==> src/rtl/fns_pkg.sv <==
`timescale 1ns/1ps
package fns_pkg;

  localparam int NUM_OPS = 3;

  // operand class encodings
  localparam logic [2:0] CLS_NORMAL = 3'd0;
  localparam logic [2:0] CLS_ZERO   = 3'd1;
  localparam logic [2:0] CLS_INF    = 3'd2;
  localparam logic [2:0] CLS_QNAN   = 3'd3;
  localparam logic [2:0] CLS_SNAN   = 3'd4;

  // ranking policies; 5..7 fall back to the first-NaN scheme
  localparam logic [2:0] POL_ADDEND  = 3'd0;
  localparam logic [2:0] POL_LEGACY  = 3'd1;
  localparam logic [2:0] POL_STD2008 = 3'd2;
  localparam logic [2:0] POL_DFLT    = 3'd3;
  localparam logic [2:0] POL_FIRST   = 3'd4;

  typedef enum logic [1:0] {
    PICK_A    = 2'd0,
    PICK_B    = 2'd1,
    PICK_C    = 2'd2,
    PICK_DFLT = 2'd3
  } pick_e;

  typedef struct packed {
    logic [2:0] q;   // quiet NaN per operand, bit0 = a
    logic [2:0] s;   // signaling NaN per operand
  } nan_map_t;

  // Two-tier scan: signaling hits in order o0,o1,o2, then quiet hits in
  // the same order; when nothing hits, the last entry of the order wins.
  function automatic pick_e scan_tiered(input logic [2:0] hi_mask,
                                        input logic [2:0] lo_mask,
                                        input pick_e o0,
                                        input pick_e o1,
                                        input pick_e o2);
    pick_e r;
    if (hi_mask[int'(o0)])      r = o0;
    else if (hi_mask[int'(o1)]) r = o1;
    else if (hi_mask[int'(o2)]) r = o2;
    else if (lo_mask[int'(o0)]) r = o0;
    else if (lo_mask[int'(o1)]) r = o1;
    else                        r = o2;
    return r;
  endfunction

endpackage

==> src/rtl/fns_classify.sv <==
`timescale 1ns/1ps
module fns_classify
  import fns_pkg::*;
#(
  parameter int N = NUM_OPS
) (
  input  logic [N*3-1:0] cls_flat,
  output logic [N-1:0]   is_q,
  output logic [N-1:0]   is_s
);
  for (genvar g = 0; g < N; g++) begin : g_op
    logic [2:0] cls;
    assign cls     = cls_flat[g*3 +: 3];
    assign is_q[g] = (cls == CLS_QNAN);
    assign is_s[g] = (cls == CLS_SNAN);
  end
endmodule

==> src/rtl/fns_arbiter.sv <==
`timescale 1ns/1ps
module fns_arbiter
  import fns_pkg::*;
(
  input  logic [2:0] policy,
  input  logic       inf_zero,
  input  nan_map_t   nan_map,
  output pick_e      sel,
  output logic       invalid
);
  logic [2:0] any_nan;
  logic       snan_seen;
  logic       c_quiet;

  assign any_nan   = nan_map.q | nan_map.s;
  assign snan_seen = |nan_map.s;
  assign c_quiet   = nan_map.q[2];

  always_comb begin
    sel     = PICK_B;
    invalid = snan_seen;
    case (policy)
      POL_ADDEND: begin
        if (inf_zero && c_quiet) begin
          sel     = PICK_DFLT;
          invalid = 1'b1;
        end else begin
          sel = scan_tiered(nan_map.s, nan_map.q, PICK_C, PICK_A, PICK_B);
        end
      end
      POL_LEGACY: begin
        if (inf_zero) begin
          sel     = PICK_DFLT;
          invalid = 1'b1;
        end else begin
          sel = scan_tiered(nan_map.s, nan_map.q, PICK_A, PICK_B, PICK_C);
        end
      end
      POL_STD2008: begin
        if (inf_zero) begin
          sel     = PICK_C;
          invalid = 1'b1;
        end else begin
          sel = scan_tiered(nan_map.s, nan_map.q, PICK_C, PICK_A, PICK_B);
        end
      end
      POL_DFLT: begin
        sel = PICK_DFLT;
        if (inf_zero) invalid = 1'b1;
      end
      default: begin
        if (inf_zero) begin
          sel     = PICK_C;
          invalid = 1'b1;
        end else begin
          sel = scan_tiered(any_nan, any_nan, PICK_A, PICK_C, PICK_B);
        end
      end
    endcase
  end
endmodule

==> src/rtl/fns_result.sv <==
`timescale 1ns/1ps
module fns_result
  import fns_pkg::*;
#(
  parameter int DATA_W = 32,
  parameter int FRAC_W = 23
) (
  input  logic [NUM_OPS*DATA_W-1:0] ops_flat,
  input  logic [NUM_OPS-1:0]        is_s,
  input  pick_e                     sel,
  output logic [DATA_W-1:0]         word
);
  localparam int EXP_W = DATA_W - FRAC_W - 1;
  localparam int QBIT  = FRAC_W - 1;
  localparam logic [DATA_W-1:0] DFLT_NAN =
    {1'b0, {EXP_W{1'b1}}, 1'b1, {(FRAC_W-1){1'b0}}};

  logic [DATA_W-1:0] quieted [NUM_OPS];

  for (genvar g = 0; g < NUM_OPS; g++) begin : g_quiet
    logic [DATA_W-1:0] raw;
    assign raw = ops_flat[g*DATA_W +: DATA_W];
    always_comb begin
      quieted[g] = raw;
      if (is_s[g]) quieted[g][QBIT] = 1'b1;
    end
  end

  always_comb begin
    case (sel)
      PICK_A:  word = quieted[0];
      PICK_B:  word = quieted[1];
      PICK_C:  word = quieted[2];
      default: word = DFLT_NAN;
    endcase
  end
endmodule

==> src/rtl/fns_stage.sv <==
`timescale 1ns/1ps
module fns_stage #(
  parameter int PAY_W = 35
) (
  input  logic             clk,
  input  logic             rst_n,
  input  logic             up_valid,
  output logic             up_ready,
  input  logic [PAY_W-1:0] up_data,
  output logic             dn_valid,
  input  logic             dn_ready,
  output logic [PAY_W-1:0] dn_data
);
  assign up_ready = !dn_valid || dn_ready;

  always_ff @(posedge clk) begin
    if (!rst_n) begin
      dn_valid <= 1'b0;
      dn_data  <= '0;
    end else if (up_ready) begin
      dn_valid <= up_valid;
      if (up_valid) dn_data <= up_data;
    end
  end
endmodule

==> src/rtl/fma_nan_sel.sv <==
`timescale 1ns/1ps
module fma_nan_sel
  import fns_pkg::*;
#(
  parameter int DATA_W = 32,
  parameter int FRAC_W = 23
) (
  input  logic              clk,
  input  logic              rst_n,
  input  logic              in_valid,
  output logic              in_ready,
  input  logic [2:0]        policy,
  input  logic              inf_zero,
  input  logic [2:0]        cls_a,
  input  logic [2:0]        cls_b,
  input  logic [2:0]        cls_c,
  input  logic [DATA_W-1:0] op_a,
  input  logic [DATA_W-1:0] op_b,
  input  logic [DATA_W-1:0] op_c,
  output logic              out_valid,
  input  logic              out_ready,
  output logic [1:0]        out_sel,
  output logic              out_invalid,
  output logic [DATA_W-1:0] out_word
);
  localparam int PAY_W = 2 + 1 + DATA_W;

  nan_map_t          nmap;
  pick_e             pick;
  logic              inv_c;
  logic [DATA_W-1:0] word_c;
  logic [PAY_W-1:0]  pay_in;
  logic [PAY_W-1:0]  pay_out;

  fns_classify #(.N(NUM_OPS)) u_cls (
    .cls_flat ({cls_c, cls_b, cls_a}),
    .is_q     (nmap.q),
    .is_s     (nmap.s)
  );

  fns_arbiter u_arb (
    .policy   (policy),
    .inf_zero (inf_zero),
    .nan_map  (nmap),
    .sel      (pick),
    .invalid  (inv_c)
  );

  fns_result #(.DATA_W(DATA_W), .FRAC_W(FRAC_W)) u_res (
    .ops_flat ({op_c, op_b, op_a}),
    .is_s     (nmap.s),
    .sel      (pick),
    .word     (word_c)
  );

  assign pay_in = {pick, inv_c, word_c};

  fns_stage #(.PAY_W(PAY_W)) u_stage (
    .clk      (clk),
    .rst_n    (rst_n),
    .up_valid (in_valid),
    .up_ready (in_ready),
    .up_data  (pay_in),
    .dn_valid (out_valid),
    .dn_ready (out_ready),
    .dn_data  (pay_out)
  );

  assign out_sel     = pay_out[PAY_W-1 -: 2];
  assign out_invalid = pay_out[DATA_W];
  assign out_word    = pay_out[DATA_W-1:0];
endmodule

==> config.mk <==
export PLATFORM = sky130hd
export DESIGN_NAME = fma_nan_sel
export DESIGN_NICKNAME = d
export VERILOG_FILES = /design/src/rtl/fns_pkg.sv /design/src/rtl/fns_classify.sv /design/src/rtl/fns_arbiter.sv /design/src/rtl/fns_result.sv /design/src/rtl/fns_stage.sv /design/src/rtl/fma_nan_sel.sv
export SDC_FILE = /design/constraint.sdc
export NUM_CORES = 1
export LEC_CHECK = 0
export BUFFER_PORTS_ARGS = -buffer_cell sky130_fd_sc_hd__buf_2
export CORE_ASPECT_RATIO = 2
export CORE_MARGIN = 2
export CORE_UTILIZATION = 47
export CTS_BUF_LIST = sky130_fd_sc_hd__clkbuf_8 sky130_fd_sc_hd__clkbuf_16
export DETAILED_ROUTE_END_ITERATION = 8
export PLACE_DENSITY = 0.83
export SYNTH_ARGS = -nofsm -noshare
export SYNTH_HDL_FRONTEND = slang
export SYNTH_HIERARCHICAL = 1
export SYNTH_SLANG_ARGS = --single-unit
==> constraint.sdc <==
create_clock -name clk -period 3.5 [get_ports clk]
set_input_delay 0.175 -clock clk [delete_from_list [all_inputs] [get_ports clk]]
set_output_delay 0.175 -clock clk [all_outputs]
set_load 0.01 [all_outputs]
==> impl_table.tex, run 1 <==
\begin{tabular}{lr}
\hline
Metric & Value \\
\hline
\multicolumn{2}{l}{\textbf{Yosys}} \\
\quad Number of warnings printed during yosys synthesis & 6 \\
\quad Proportion of synthesized flip-flops having asynchronous set or reset & 0 \\
\quad Number of unique standard cell types used by synthesis & 40 \\
\quad Biggest area contributors in the synthesized netlist & sky130\_fd\_sc\_hd\_\_dfxtp\_1 (29\%), sky130\_fd\_sc\_hd\_\_mux2i\_1 (24\%), sky130\_fd\_sc\_hd\_\_nand2\_1 (11\%) \\
\quad Net count after synthesis & 385 \\
\quad Avg Synthesized Cell Area & 9.021 um\^{}2 \\
\quad EDFF count, synth & 0 \\
\quad Most numerous cell types in the synthesized netlist & sky130\_fd\_sc\_hd\_\_nand2\_1 (71), sky130\_fd\_sc\_hd\_\_mux2i\_1 (58), sky130\_fd\_sc\_hd\_\_dfxtp\_1 (36) \\
\quad Synth area leader & sky130\_fd\_sc\_hd\_\_dfxtp\_1 \\
\quad Most numerous cell in the Yosys netlist & sky130\_fd\_sc\_hd\_\_nand2\_1 \\
\quad Gate Count Post-Synth & 272 \\
\quad Number of storage elements in the synthesis netlist & 36 \\
\quad Sequential fraction of the synthesis area & 0.2937 \\
\quad Share of the synthesized area in the top cell type & 0.2937 \\
\quad Post-synth design cell area & around 2500 um\^{}2 \\
\quad Main flop type after synthesis & sky130\_fd\_sc\_hd\_\_dfxtp\_1 \\
\multicolumn{2}{l}{\textbf{Hold path}} \\
\quad Worst Hold Launch & in\_valid \\
\quad Min-delay worst type & in2reg \\
\quad Min-Delay Path Depth & 3 \\
\multicolumn{2}{l}{\textbf{Power and ir drop}} \\
\quad Share of power burned in registers & 0.343 \\
\quad Switching component of the power & 361.3 uW \\
\quad Power share of the combinational group & 0.282 \\
\quad Fraction of power spent switching nets & 0.2675 \\
\quad Design internal power & 989.5 uW \\
\quad Clk pwr share & 0.375 \\
\quad IR Drop Worst-Case VDD & 0.3434 mV \\
\quad Leakage dissipation & 1.653 nW \\
\quad Areal power density over the cells & 415.7 nW/um\^{}2 \\
\multicolumn{2}{l}{\textbf{Timing}} \\
\quad Clock skew & 0.003091 ns \\
\quad Final Setup Violations & 0 \\
\quad Count of final hold-check violations & 0 \\
\quad Maximum operating frequency & 0.3883 GHz \\
\quad Total negative slack & 0 ns \\
\quad Minimum clock period after layout & 2.575 ns \\
\quad Crit share post-route & 0.7358 \\
\quad Setup repair after global routing missed its margin & no \\
\quad Transition time at the pin with the least slew margin & between 1 and 1.5 ns \\
\quad Final count of pins violating max slew & 0 \\
\quad Headroom to the max-slew limit & 0.2537 \\
\multicolumn{2}{l}{\textbf{Final layout}} \\
\quad Antenna cell count & 0 \\
\quad Layout cells sized above 1 & 0.4363 \\
\quad Layout Cell Area excl Fill & 3249 um\^{}2 \\
\quad Nets@finish & 520 \\
\quad Synth-to-Final Area Change & 32.43\% \\
\quad Register cell area after layout & a little over 700 um\^{}2 \\
\quad Total area of multi-input combinational cells & 1514 um\^{}2 \\
\quad Fill cell total of the finished layout & between 400 and 500 \\
\multicolumn{2}{l}{\textbf{Floorplan}} \\
\quad Row count & 37 \\
\quad \# IOs & 150 \\
\quad Core region area & slightly above 5000 um\^{}2 \\
\quad DIE WIDTH & 55.09 um \\
\quad Total Die Area & 5849 um\^{}2 \\
\quad Initial core utilization & 0.4818 \\
\quad Chip height & $\sim$110 um \\
\multicolumn{2}{l}{\textbf{Routing}} \\
\quad Total via count after detailed routing & 2515 \\
\quad Total routed wirelength & 6.532 mm \\
\quad Avg WL per Cell & 14.02 um \\
\quad Ratio of routed vias to standard cells & 5.397 \\
\quad Number of design rule violations left after detail routing & 0 \\
\quad DR iter-0 viols & 44 \\
\quad Remaining number of nets flagged by the antenna check after routing & 0 \\
\quad Detailed Routing Iterations Pass 1 & 4 \\
\multicolumn{2}{l}{\textbf{Clock network}} \\
\quad Number of buffers inserted to repair setup after CTS & 0 \\
\quad TritonCTS clock tree & built \\
\quad CTS Hold Bufs & 0 \\
\quad Insertion delay to the later sink of the worst-skew pair & approximately 0.28 ns \\
\quad Clock-pin transition on the worst setup and hold timing paths & 0.07 ns \\
\quad Total CTS buffers & 5 \\
\quad H-Tree Level Count & 2 \\
\quad Sinks on Clock Net & 36 \\
\quad CTS root buffer & sky130\_fd\_sc\_hd\_\_clkbuf\_8 \\
\quad Maximum clock path buffer count & 2 \\
\quad Gates resized, CTS repair & 0 \\
\multicolumn{2}{l}{\textbf{GRT}} \\
\quad Global-route wire length before repair & 10.20 mm \\
\quad Largest net degree at the start of global routing & between 70 and 80 \\
\quad Number of global-route vias before repair & $\sim$2400 \\
\quad Overall overflow remaining after global route & 0 \\
\quad Combined global-route utilization of all metal layers & 0.2289 \\
\quad Antenna violations before repair & 0 \\
\multicolumn{2}{l}{\textbf{Critical path}} \\
\quad Worst Path Arrival & 2.72 ns \\
\quad Beginning of the worst register-to-register path & u\_stage/dn\_valid \\
\quad Type of element capturing the critical path & flip-flop \\
\quad Required time of the critical path & roughly 3.7 ns \\
\quad Element type at the critical path start & primary input \\
\quad Critical path class & in2reg \\
\quad Peak fanout along the critical path & 21 \\
\quad Crit. Startpoint & cls\_c[1] \\
\quad R2R cell count & 3 \\
\multicolumn{2}{l}{\textbf{Place}} \\
\quad Detailed placement HPWL & around 5.1 mm \\
\quad Count of input and output buffers & 149 \\
\quad Placed cell area & slightly above 3000 um\^{}2 \\
\quad GPL Wtd Cong & 0.8498 \\
\multicolumn{2}{l}{\textbf{Run status}} \\
\quad Result of the run & finished, final reports clean \\
\multicolumn{2}{l}{\textbf{Run}} \\
\quad Total of max-cap violations & 0 \\
\hline
\end{tabular}
-- final timing paths --
| check | endpoint | slack, ns |
|---|---|---|
| worst min-delay path | u_stage/dn_valid | 0.15 |
| worst max register to register | u_stage/dn_data[21] | 2.17 |
| worst min register to register | u_stage/dn_data[33] | 0.46 |
| worst max-delay path | u_stage/dn_data[2] | 0.92 |
-- state kept, by name (all words and copies together) (netlist names) --
register and cells:
u_stage/dn_data 35, u_stage/dn_valid 1
-- per-layer routing --
layer  routed length, um  global-route usage  vias up
met4                 337              0.1376        0
met3                 374             0.03090       25
met5                   0                   0        -
li1                    -                   -     1234
met1                2358              0.2333     1158
met2                3461              0.4065       98
-- layout make-up --
| cell class | instances | area share |
|---|---|---|
| clock inverter | 3 | 0.02772 |
| clock buffer | 5 | 0.02118 |
| timing repair buffer | 152 | 0.2364 |
| multi-input combinational | 208 | 0.4659 |
| inverter | 4 | 0.004621 |
| sequential | 36 | 0.2218 |
| tap | 58 | 0.02233 |
-- critical path, stage by stage --
cell	delay, ns
sky130_fd_sc_hd__buf_2	0.11
sky130_fd_sc_hd__and3b_1	0.24
sky130_fd_sc_hd__or2_2	0.33
sky130_fd_sc_hd__o31ai_1	0.41
sky130_fd_sc_hd__a311o_2	0.58
sky130_fd_sc_hd__buf_4	0.39
sky130_fd_sc_hd__mux2i_1	0.25
sky130_fd_sc_hd__o2bb2ai_1	0.09
sky130_fd_sc_hd__nand2_1	0.06
sky130_fd_sc_hd__mux2i_1	0.09
-- stage by stage --
stage | setup WS [ns] | utilization | cells | total power, mW | hold slack, ns
after floorplan | 1.440 | - | 272 | 0.7446 | 0.3138
after global placement | 0.7844 | 0.6069 | 458 | 0.8436 | 0.4350
after detailed placement | 0.6597 | 0.6069 | 458 | 0.8553 | 0.4455
after CTS | 0.9586 | 0.6381 | 466 | 1.365 | 0.1434
after global routing | 0.7276 | 0.6381 | 466 | 1.415 | 0.1543
final | 0.9247 | 0.6381 | 466 | 1.351 | 0.1494
-- power groups by stage --
stage	registers (mW)	logic (mW)	clock network, mW
after floorplan	0.490	0.254	0
after global placement	0.471	0.373	0
after detailed placement	0.472	0.383	0
after CTS	0.463	0.384	0.518
after global routing	0.468	0.418	0.529
final	0.463	0.381	0.507
-- cell families after synthesis --
family	after synthesis	synth area share
AO/OA/AOI/OAI	46	0.1540
buffers and inverters	28	0.09383
flip-flops	36	0.2937
multiplexers	66	0.2779
AND/OR/NAND/NOR	96	0.1805
-- cells in the final DEF (no fill, tap or decap), types with 4 or more instances in the layout --
cell type,instances
sky130_fd_sc_hd__buf_2,149
sky130_fd_sc_hd__mux2_2,5
sky130_fd_sc_hd__inv_1,4
sky130_fd_sc_hd__nand2_1,71
sky130_fd_sc_hd__nor2_1,6
sky130_fd_sc_hd__clkbuf_8,5
sky130_fd_sc_hd__dfxtp_1,36
sky130_fd_sc_hd__mux2i_1,58
sky130_fd_sc_hd__o21ai_0,4
sky130_fd_sc_hd__o2bb2ai_1,23
sky130_fd_sc_hd__o22a_1,8
(Power assumes the default switching activity.)
==> inputs of run 2 (changes only) <==
CORE_UTILIZATION = 44   (was 47)
PLACE_DENSITY = 0.79   (was 0.83)
clock period = 2.6 ns   (was 3.5 ns; I/O delays follow)
==> run 2 against run 1 <==
Clock skew increased by 0.0055 ns. Utilization decreased by 3.7 points. Critical path type unchanged. Routed wire length increased by 2.9%.
==> impl_table.tex, run 2 (same netlist as run 1, synthesis figures left out) <==
\begin{tabular}{lr}
\hline
Metric & Value \\
\hline
\multicolumn{2}{l}{\textbf{Run status}} \\
\quad Result of the run & finished, final reports clean \\
\multicolumn{2}{l}{\textbf{Floorplan}} \\
\quad \# IOs & 150 \\
\quad DIE WIDTH & 56.81 um \\
\quad Initial core utilization & 0.4527 \\
\quad Row count & 38 \\
\quad Chip height & 109.6 um \\
\quad Total Die Area & $\sim$6200 um\^{}2 \\
\quad Core region area & 5420 um\^{}2 \\
\multicolumn{2}{l}{\textbf{Final layout}} \\
\quad Largest registers & u\_stage/dn\_data x35, u\_stage/dn\_valid x1 \\
\quad Max FFs per register & 35 \\
\quad Layout cells sized above 1 & 0.4420 \\
\quad Largest Register & u\_stage/dn\_data \\
\quad Commonest cells after routing, fill and taps aside & sky130\_fd\_sc\_hd\_\_buf\_2 (149), sky130\_fd\_sc\_hd\_\_nand2\_1 (71), sky130\_fd\_sc\_hd\_\_mux2i\_1 (58) \\
\quad Antenna cell count & 0 \\
\quad Nets@finish & 526 \\
\quad Most common cell after layout, fill and taps aside & sky130\_fd\_sc\_hd\_\_buf\_2 \\
\quad Fill cell total of the finished layout & between 500 and 600 \\
\quad Synth-to-Final Area Change & 32.79\% \\
\multicolumn{2}{l}{\textbf{Clock network}} \\
\quad TritonCTS clock tree & built \\
\quad CTS Hold Bufs & 0 \\
\quad Gates resized, CTS repair & 0 \\
\quad Insertion delay to the later sink of the worst-skew pair & 0.28 ns \\
\quad Clock-pin transition on the worst setup and hold timing paths & 0.08 ns \\
\quad Maximum clock path buffer count & 2 \\
\quad CTS root buffer & sky130\_fd\_sc\_hd\_\_clkbuf\_8 \\
\quad Total CTS buffers & 5 \\
\quad H-Tree Level Count & 2 \\
\quad Sinks on Clock Net & 36 \\
\quad Number of buffers inserted to repair setup after CTS & 0 \\
\multicolumn{2}{l}{\textbf{Critical path}} \\
\quad Type of element capturing the critical path & flip-flop \\
\quad Required time of the critical path & 2.74 ns \\
\quad Critical path class & in2reg \\
\quad Peak fanout along the critical path & 17 \\
\quad Element type at the critical path start & primary input \\
\quad Worst Path Arrival & $\sim$2.3 ns \\
\multicolumn{2}{l}{\textbf{Routing}} \\
\quad DR iter-0 viols & 60 \\
\quad Highest metal layer used by the detailed router & met4 \\
\quad Ratio of routed vias to standard cells & 5.289 \\
\quad Total routed wirelength & 6.719 mm \\
\quad Wire length on met1 & about 2.4 mm \\
\quad Total via count after detailed routing & 2507 \\
\quad Remaining number of nets flagged by the antenna check after routing & 0 \\
\quad Detailed Routing Iterations Pass 1 & 4 \\
\quad Number of design rule violations left after detail routing & 0 \\
\quad Met2 wire len & between 3 and 4 mm \\
\quad Avg WL per Cell & 14.18 um \\
\quad Met3 wire length & 336 um \\
\multicolumn{2}{l}{\textbf{Place}} \\
\quad GPL Wtd Cong & 0.8319 \\
\quad Detailed placement HPWL & 5.273 mm \\
\quad Count of input and output buffers & 149 \\
\multicolumn{2}{l}{\textbf{Power and ir drop}} \\
\quad Switching component of the power & a little under 500 uW \\
\quad Fraction of power spent switching nets & 0.2983 \\
\quad Design internal power & 1.149 mW \\
\quad IR Drop Worst-Case VDD & around 0.42 mV \\
\quad Clk pwr share & 0.292 \\
\quad Areal power density over the cells & 502.6 nW/um\^{}2 \\
\quad Power share of the combinational group & 0.327 \\
\quad Power consumption & roughly 1.6 mW \\
\quad Share of power burned in registers & 0.381 \\
\quad Leakage dissipation & 1.667 nW \\
\multicolumn{2}{l}{\textbf{Hold path}} \\
\quad Min-delay worst type & in2reg \\
\multicolumn{2}{l}{\textbf{Timing}} \\
\quad Headroom to the max-slew limit & 0.5514 \\
\quad Clock skew & roughly 0.0086 ns \\
\quad Setup repair after global routing missed its margin & no \\
\quad Crit share post-route & 0.8396 \\
\quad Maximum operating frequency & 0.4581 GHz \\
\quad Transition time at the pin with the least slew margin & $\sim$0.67 ns \\
\quad Count of final hold-check violations & 0 \\
\quad Final Setup Violations & 0 \\
\quad Total negative slack & 0 ns \\
\quad Final count of pins violating max slew & 0 \\
\quad Minimum clock period after layout & approximately 2.2 ns \\
\multicolumn{2}{l}{\textbf{GRT}} \\
\quad Largest net degree at the start of global routing & 41 \\
\quad Global-route wire length before repair & 10.47 mm \\
\quad Antenna violations before repair & 0 \\
\quad Combined global-route utilization of all metal layers & 0.2084 \\
\quad Overall overflow remaining after global route & 0 \\
\quad Number of global-route vias before repair & 2544 \\
\multicolumn{2}{l}{\textbf{Run}} \\
\quad Total of max-cap violations & 0 \\
\hline
\end{tabular}
[run 2: cell types whose count changed in the layout (fill, tap and decap cells not counted), sizes merged]
cell,delta
clkinv,+1
buf,+6
inv,+1
bufinv,-2
[run 2: stage by stage]
step	cell area [um^2]	cells	setup WS, ns	hold WS (ns)	utilization
after floorplan	2454	272	0.5846	0.2688	-
after global placement	3151	466	0.1717	0.3869	0.5813
after detailed placement	3151	466	0.1336	0.4257	0.5813
after CTS	3258	474	0.4622	0.1176	0.6011
after global routing	3258	474	0.2942	0.1168	0.6011
final	3258	474	0.4171	0.1249	0.6011
[run 2: metal layers]
| layer | up-vias | global-route usage |
|---|---|---|
| li1 | 1247 | - |
| met1 | 1158 | 0.1997 |
| met2 | 90 | 0.4203 |
| met3 | 12 | 0.03176 |
| met4 | 0 | 0.09302 |
| met5 | - | 0 |
[run 2: area by class of cell]
class	count	area (um^2)	share of cell area
Timing Repair Buffer	158	825.8	0.2535
Clock inverter	3	38.79	0.01190
Tap cell	60	75.07	0.02304
Clock buffer	5	68.82	0.02112
Multi-Input combinational cell	208	1514	0.4647
Sequential cell	36	720.7	0.2212
Inverter	4	15.01	0.004608
[run 2: power by group through the flow]
stage               logic [mW]  registers [mW]  clock network (mW)
detailed placement       0.536           0.636                   0
floorplan                0.342           0.660                   0
CTS                      0.536           0.624               0.494
finish                   0.535           0.624               0.479
global placement         0.522           0.635                   0
global route             0.585           0.630               0.509
[run 2: worst paths after layout]
path                       start                  end  slack (ns)  cells after the start
max reg2reg     u_stage/dn_valid   u_stage/dn_data[8]        1.27                      3
min reg2reg  u_stage/dn_data[18]  u_stage/dn_data[18]        0.45                      2
min                     in_valid     u_stage/dn_valid        0.12                      3
max                     cls_c[1]  u_stage/dn_data[12]        0.42                     10
[run 2: worst max-delay path, cell delays in order]
cell	delay [ns]
sky130_fd_sc_hd__buf_2	0.11
sky130_fd_sc_hd__and3b_1	0.23
sky130_fd_sc_hd__or2_2	0.32
sky130_fd_sc_hd__o31ai_1	0.26
sky130_fd_sc_hd__a311o_2	0.45
sky130_fd_sc_hd__buf_4	0.35
sky130_fd_sc_hd__mux2i_1	0.23
sky130_fd_sc_hd__o2bb2ai_1	0.09
sky130_fd_sc_hd__nand2_1	0.06
sky130_fd_sc_hd__mux2i_1	0.08
==> inputs of run 3 (changes only) <==
ABC_AREA = 1   (was default)
CORE_UTILIZATION = 45   (was 44)
clock period = 2.08 ns   (was 2.6 ns; I/O delays follow)
==> run 3 against run 2 <==
Area after synthesis increased by 7.2%. Sequential cell count unchanged. Largest cell class unchanged. Combinational power increased by 44%. Critical path type unchanged. Count of clock-buffer cells in the layout increased by 1. Clock skew decreased by 0.0059 ns. Largest power group unchanged. Sequential power increased by 26%. Setup slack got worse by 0.12 ns. Clock power increased by 51%.
==> impl_table.tex, run 3 <==
\begin{tabular}{lr}
\hline
Metric & Value \\
\hline
\multicolumn{2}{l}{\textbf{Run status}} \\
\quad Result of the run & finished, final reports clean \\
\multicolumn{2}{l}{\textbf{Final layout}} \\
\quad Largest registers & u\_stage/dn\_data x35, u\_stage/dn\_valid x1 \\
\quad Nets@finish & 700 \\
\quad Most common cell after layout, fill and taps aside & sky130\_fd\_sc\_hd\_\_buf\_2 \\
\quad Max FFs per register & 35 \\
\quad Synth-to-Final Area Change & 31.81\% \\
\quad Commonest cells after routing, fill and taps aside & sky130\_fd\_sc\_hd\_\_buf\_2 (149), sky130\_fd\_sc\_hd\_\_nand2\_1 (146), sky130\_fd\_sc\_hd\_\_nand3\_1 (68) \\
\quad Antenna cell count & 0 \\
\quad Layout cells sized above 1 & 0.3112 \\
\quad Layout Cell Area excl Fill & 3468 um\^{}2 \\
\quad Largest Register & u\_stage/dn\_data \\
\multicolumn{2}{l}{\textbf{Yosys}} \\
\quad Gate Count Post-Synth & 450 \\
\quad Share of the synthesized area in the top cell type & 0.2739 \\
\quad Biggest area contributors in the synthesized netlist & sky130\_fd\_sc\_hd\_\_dfxtp\_1 (27\%), sky130\_fd\_sc\_hd\_\_nand2\_1 (21\%), sky130\_fd\_sc\_hd\_\_nand3\_1 (13\%) \\
\quad Most numerous cell types in the synthesized netlist & sky130\_fd\_sc\_hd\_\_nand2\_1 (146), sky130\_fd\_sc\_hd\_\_nand3\_1 (68), sky130\_fd\_sc\_hd\_\_nor2\_1 (54) \\
\quad Sequential fraction of the synthesis area & 0.2739 \\
\quad Number of storage elements in the synthesis netlist & 36 \\
\quad Main flop type after synthesis & sky130\_fd\_sc\_hd\_\_dfxtp\_1 \\
\quad Proportion of synthesized flip-flops having asynchronous set or reset & 0 \\
\quad Most numerous cell in the Yosys netlist & sky130\_fd\_sc\_hd\_\_nand2\_1 \\
\quad EDFF count, synth & 0 \\
\quad Synth area leader & sky130\_fd\_sc\_hd\_\_dfxtp\_1 \\
\quad Number of warnings printed during yosys synthesis & 6 \\
\quad Post-synth design cell area & $\sim$2600 um\^{}2 \\
\quad Net count after synthesis & 563 \\
\quad Avg Synthesized Cell Area & 5.847 um\^{}2 \\
\quad Number of unique standard cell types used by synthesis & 22 \\
\multicolumn{2}{l}{\textbf{Clock network}} \\
\quad CTS root buffer & sky130\_fd\_sc\_hd\_\_clkbuf\_16 \\
\quad Total CTS buffers & 5 \\
\quad H-Tree Level Count & 2 \\
\quad Insertion delay to the later sink of the worst-skew pair & between 0.2 and 0.3 ns \\
\quad Clock-pin transition on the worst setup and hold timing paths & 0.05 ns \\
\quad Sinks on Clock Net & 36 \\
\quad Maximum clock path buffer count & 2 \\
\quad TritonCTS clock tree & built \\
\multicolumn{2}{l}{\textbf{Timing}} \\
\quad Headroom to the max-slew limit & 0.5327 \\
\quad Count of final hold-check violations & 0 \\
\quad Setup repair after global routing missed its margin & no \\
\quad Minimum clock period after layout & between 1.5 and 2 ns \\
\quad Transition time at the pin with the least slew margin & 0.7009 ns \\
\quad Maximum operating frequency & 0.5605 GHz \\
\quad Worst hold slack after final layout & 0.2535 ns \\
\quad Final count of pins violating max slew & 0 \\
\quad Crit share post-route & 0.8577 \\
\quad Clock skew & 0.002738 ns \\
\quad Final Setup Violations & 0 \\
\multicolumn{2}{l}{\textbf{Critical path}} \\
\quad Crit. Startpoint & cls\_b[0] \\
\quad Crit path to & u\_stage/dn\_data[11] \\
\quad Element type at the critical path start & primary input \\
\quad Type of element capturing the critical path & flip-flop \\
\quad Worst Path Arrival & 1.95 ns \\
\quad R2R cell count & 4 \\
\quad Required time of the critical path & 2.24 ns \\
\quad Peak fanout along the critical path & 23 \\
\quad Beginning of the worst register-to-register path & u\_stage/dn\_valid \\
\quad Reg2Reg Capture Point & u\_stage/dn\_data[24] \\
\quad Setup slack of the worst register-to-register path & 0.79 ns \\
\quad Critical path class & in2reg \\
\multicolumn{2}{l}{\textbf{Floorplan}} \\
\quad Core region area & 5660 um\^{}2 \\
\quad Initial core utilization & 0.4649 \\
\quad Row count & 39 \\
\quad \# IOs & 150 \\
\quad DIE WIDTH & 58.07 um \\
\quad Total Die Area & 6512 um\^{}2 \\
\quad Chip height & 112.1 um \\
\multicolumn{2}{l}{\textbf{Place}} \\
\quad Detailed placement HPWL & 5.661 mm \\
\quad GPL Wtd Cong & between 0.9 and 1 \\
\quad Count of input and output buffers & 149 \\
\quad Placed cell area & 3314 um\^{}2 \\
\multicolumn{2}{l}{\textbf{Power and ir drop}} \\
\quad Areal power density over the cells & 657.9 nW/um\^{}2 \\
\quad Leakage dissipation & 2.021 nW \\
\quad Power consumption & around 2.3 mW \\
\quad IR Drop Worst-Case VDD & around 0.57 mV \\
\multicolumn{2}{l}{\textbf{GRT}} \\
\quad Largest net degree at the start of global routing & 73 \\
\quad Number of global-route vias before repair & 2975 \\
\quad Combined global-route utilization of all metal layers & 0.2348 \\
\quad Overall overflow remaining after global route & 0 \\
\quad Antenna violations before repair & 0 \\
\quad Global-route wire length before repair & 12.30 mm \\
\multicolumn{2}{l}{\textbf{Run}} \\
\quad Total of max-cap violations & 0 \\
\multicolumn{2}{l}{\textbf{Routing}} \\
\quad Avg WL per Cell & approximately 12 um \\
\quad Number of design rule violations left after detail routing & 0 \\
\quad Total via count after detailed routing & 3224 \\
\quad Ratio of routed vias to standard cells & 4.968 \\
\quad Detailed Routing Iterations Pass 1 & 5 \\
\quad DR iter-0 viols & 143 \\
\quad Total routed wirelength & 7.613 mm \\
\quad Remaining number of nets flagged by the antenna check after routing & 0 \\
\multicolumn{2}{l}{\textbf{Hold path}} \\
\quad Worst Hold Launch & op\_a[21] \\
\quad Min-delay worst type & in2reg \\
\hline
\end{tabular}
-- run 3: changes by cell type after synthesis, moves of 9 or more --
cell                        previous run  this run
sky130_fd_sc_hd__nor2_1                6        54
sky130_fd_sc_hd__inv_1                 4        49
sky130_fd_sc_hd__nand2_1              71       146
sky130_fd_sc_hd__a21oi_1               1        35
sky130_fd_sc_hd__nand3_1               2        68
sky130_fd_sc_hd__clkbuf_1              9         0
sky130_fd_sc_hd__mux2i_1              58         0
sky130_fd_sc_hd__buf_6                 1        11
sky130_fd_sc_hd__o2bb2ai_1            23         0
-- run 3: worst max-delay path, cell delays in order --
cell and delay [ns]:
sky130_fd_sc_hd__buf_2 0.10, sky130_fd_sc_hd__inv_1 0.04, sky130_fd_sc_hd__nand2_1 0.04, sky130_fd_sc_hd__nor2_1 0.17, sky130_fd_sc_hd__inv_1 0.11, sky130_fd_sc_hd__o21ai_0 0.14, sky130_fd_sc_hd__nand2_1 0.09, sky130_fd_sc_hd__nand2_1 0.07
sky130_fd_sc_hd__nand2_1 0.05, sky130_fd_sc_hd__nand4_1 0.16, sky130_fd_sc_hd__buf_4 0.22, sky130_fd_sc_hd__nor2_4 0.06, sky130_fd_sc_hd__buf_12 0.15, sky130_fd_sc_hd__nand2_1 0.07, sky130_fd_sc_hd__nand3_1 0.09, sky130_fd_sc_hd__inv_1 0.07
sky130_fd_sc_hd__nand3_1 0.07, sky130_fd_sc_hd__nand2_1 0.10, sky130_fd_sc_hd__nor2_1 0.04
-- run 3: cells by family after synthesis --
kind of cell / after synthesis / synth area share
AOI/OAI and AO/OA: 48 / 0.09225
DFF: 36 / 0.2739
buffers and inverters: 82 / 0.1698
and+or+nand+nor: 284 / 0.4641
-- run 3: per-layer routing --
metal | vias up | share of wire | global-route usage
li1 | 1680 | - | -
met1 | 1410 | 0.38 | 0.2457
met2 | 117 | 0.54 | 0.4447
met3 | 17 | 0.054 | 0.03111
met4 | 0 | 0.026 | 0.09922
met5 | - | 0 | 0
-- run 3: through the flow --
stage / setup TNS [ns] / cells / utilization / setup WS (ns)
after floorplan: 0 / 450 / - / 0.3241
after global placement: -0.5028 / 641 / 0.5855 / -0.04713
after detailed placement: -3.475 / 641 / 0.5855 / -0.1486
after CTS: 0 / 649 / 0.6114 / 0.1389
after global routing: 0 / 649 / 0.6127 / 0.01915
final: 0 / 649 / 0.6127 / 0.2960
-- run 3: worst min path at each step --
| stage | end | cells past startpoint |
|---|---|---|
| 6_report | u_stage/dn_data[21] | 7 |
| 3_3_place_gp | u_stage/dn_data[12] | 2 |
| 3_5_place_dp | u_stage/dn_data[27] | 2 |
| 5_1_grt | u_stage/dn_data[25] | 7 |
| 2_1_floorplan | u_stage/dn_data[0] | 3 |
| 4_1_cts | u_stage/dn_data[4] | 7 |
-- run 3: report_power, final --
group | leakage, nW | switching [mW] | internal [mW]
Sequential | 0.299 | 0.0326 | 0.757
Combinational | 1.64 | 0.440 | 0.331
Clock | 0.0795 | 0.255 | 0.467
Total | 2.02 | 0.727 | 1.55
-- run 3: area by class of cell --
class                           instances  area (um^2)
Clock buffer                            6        138.9
Clock inverter                          2        7.507
Timing Repair Buffer                  158        850.8
Fill cell                             572         2192
Sequential cell                        36        720.7
Multi-Input combinational cell        332         1469
Inverter                               54        205.2
Tap cell                               61        76.32
-- run 3: what timing repair did --
action / 4_1_cts / 5_1_grt
gates resized for setup: 0 / 4
hold buffers: 0 / 0
setup endpoints to repair: 0 / 31
buffers inserted: 0 / 0
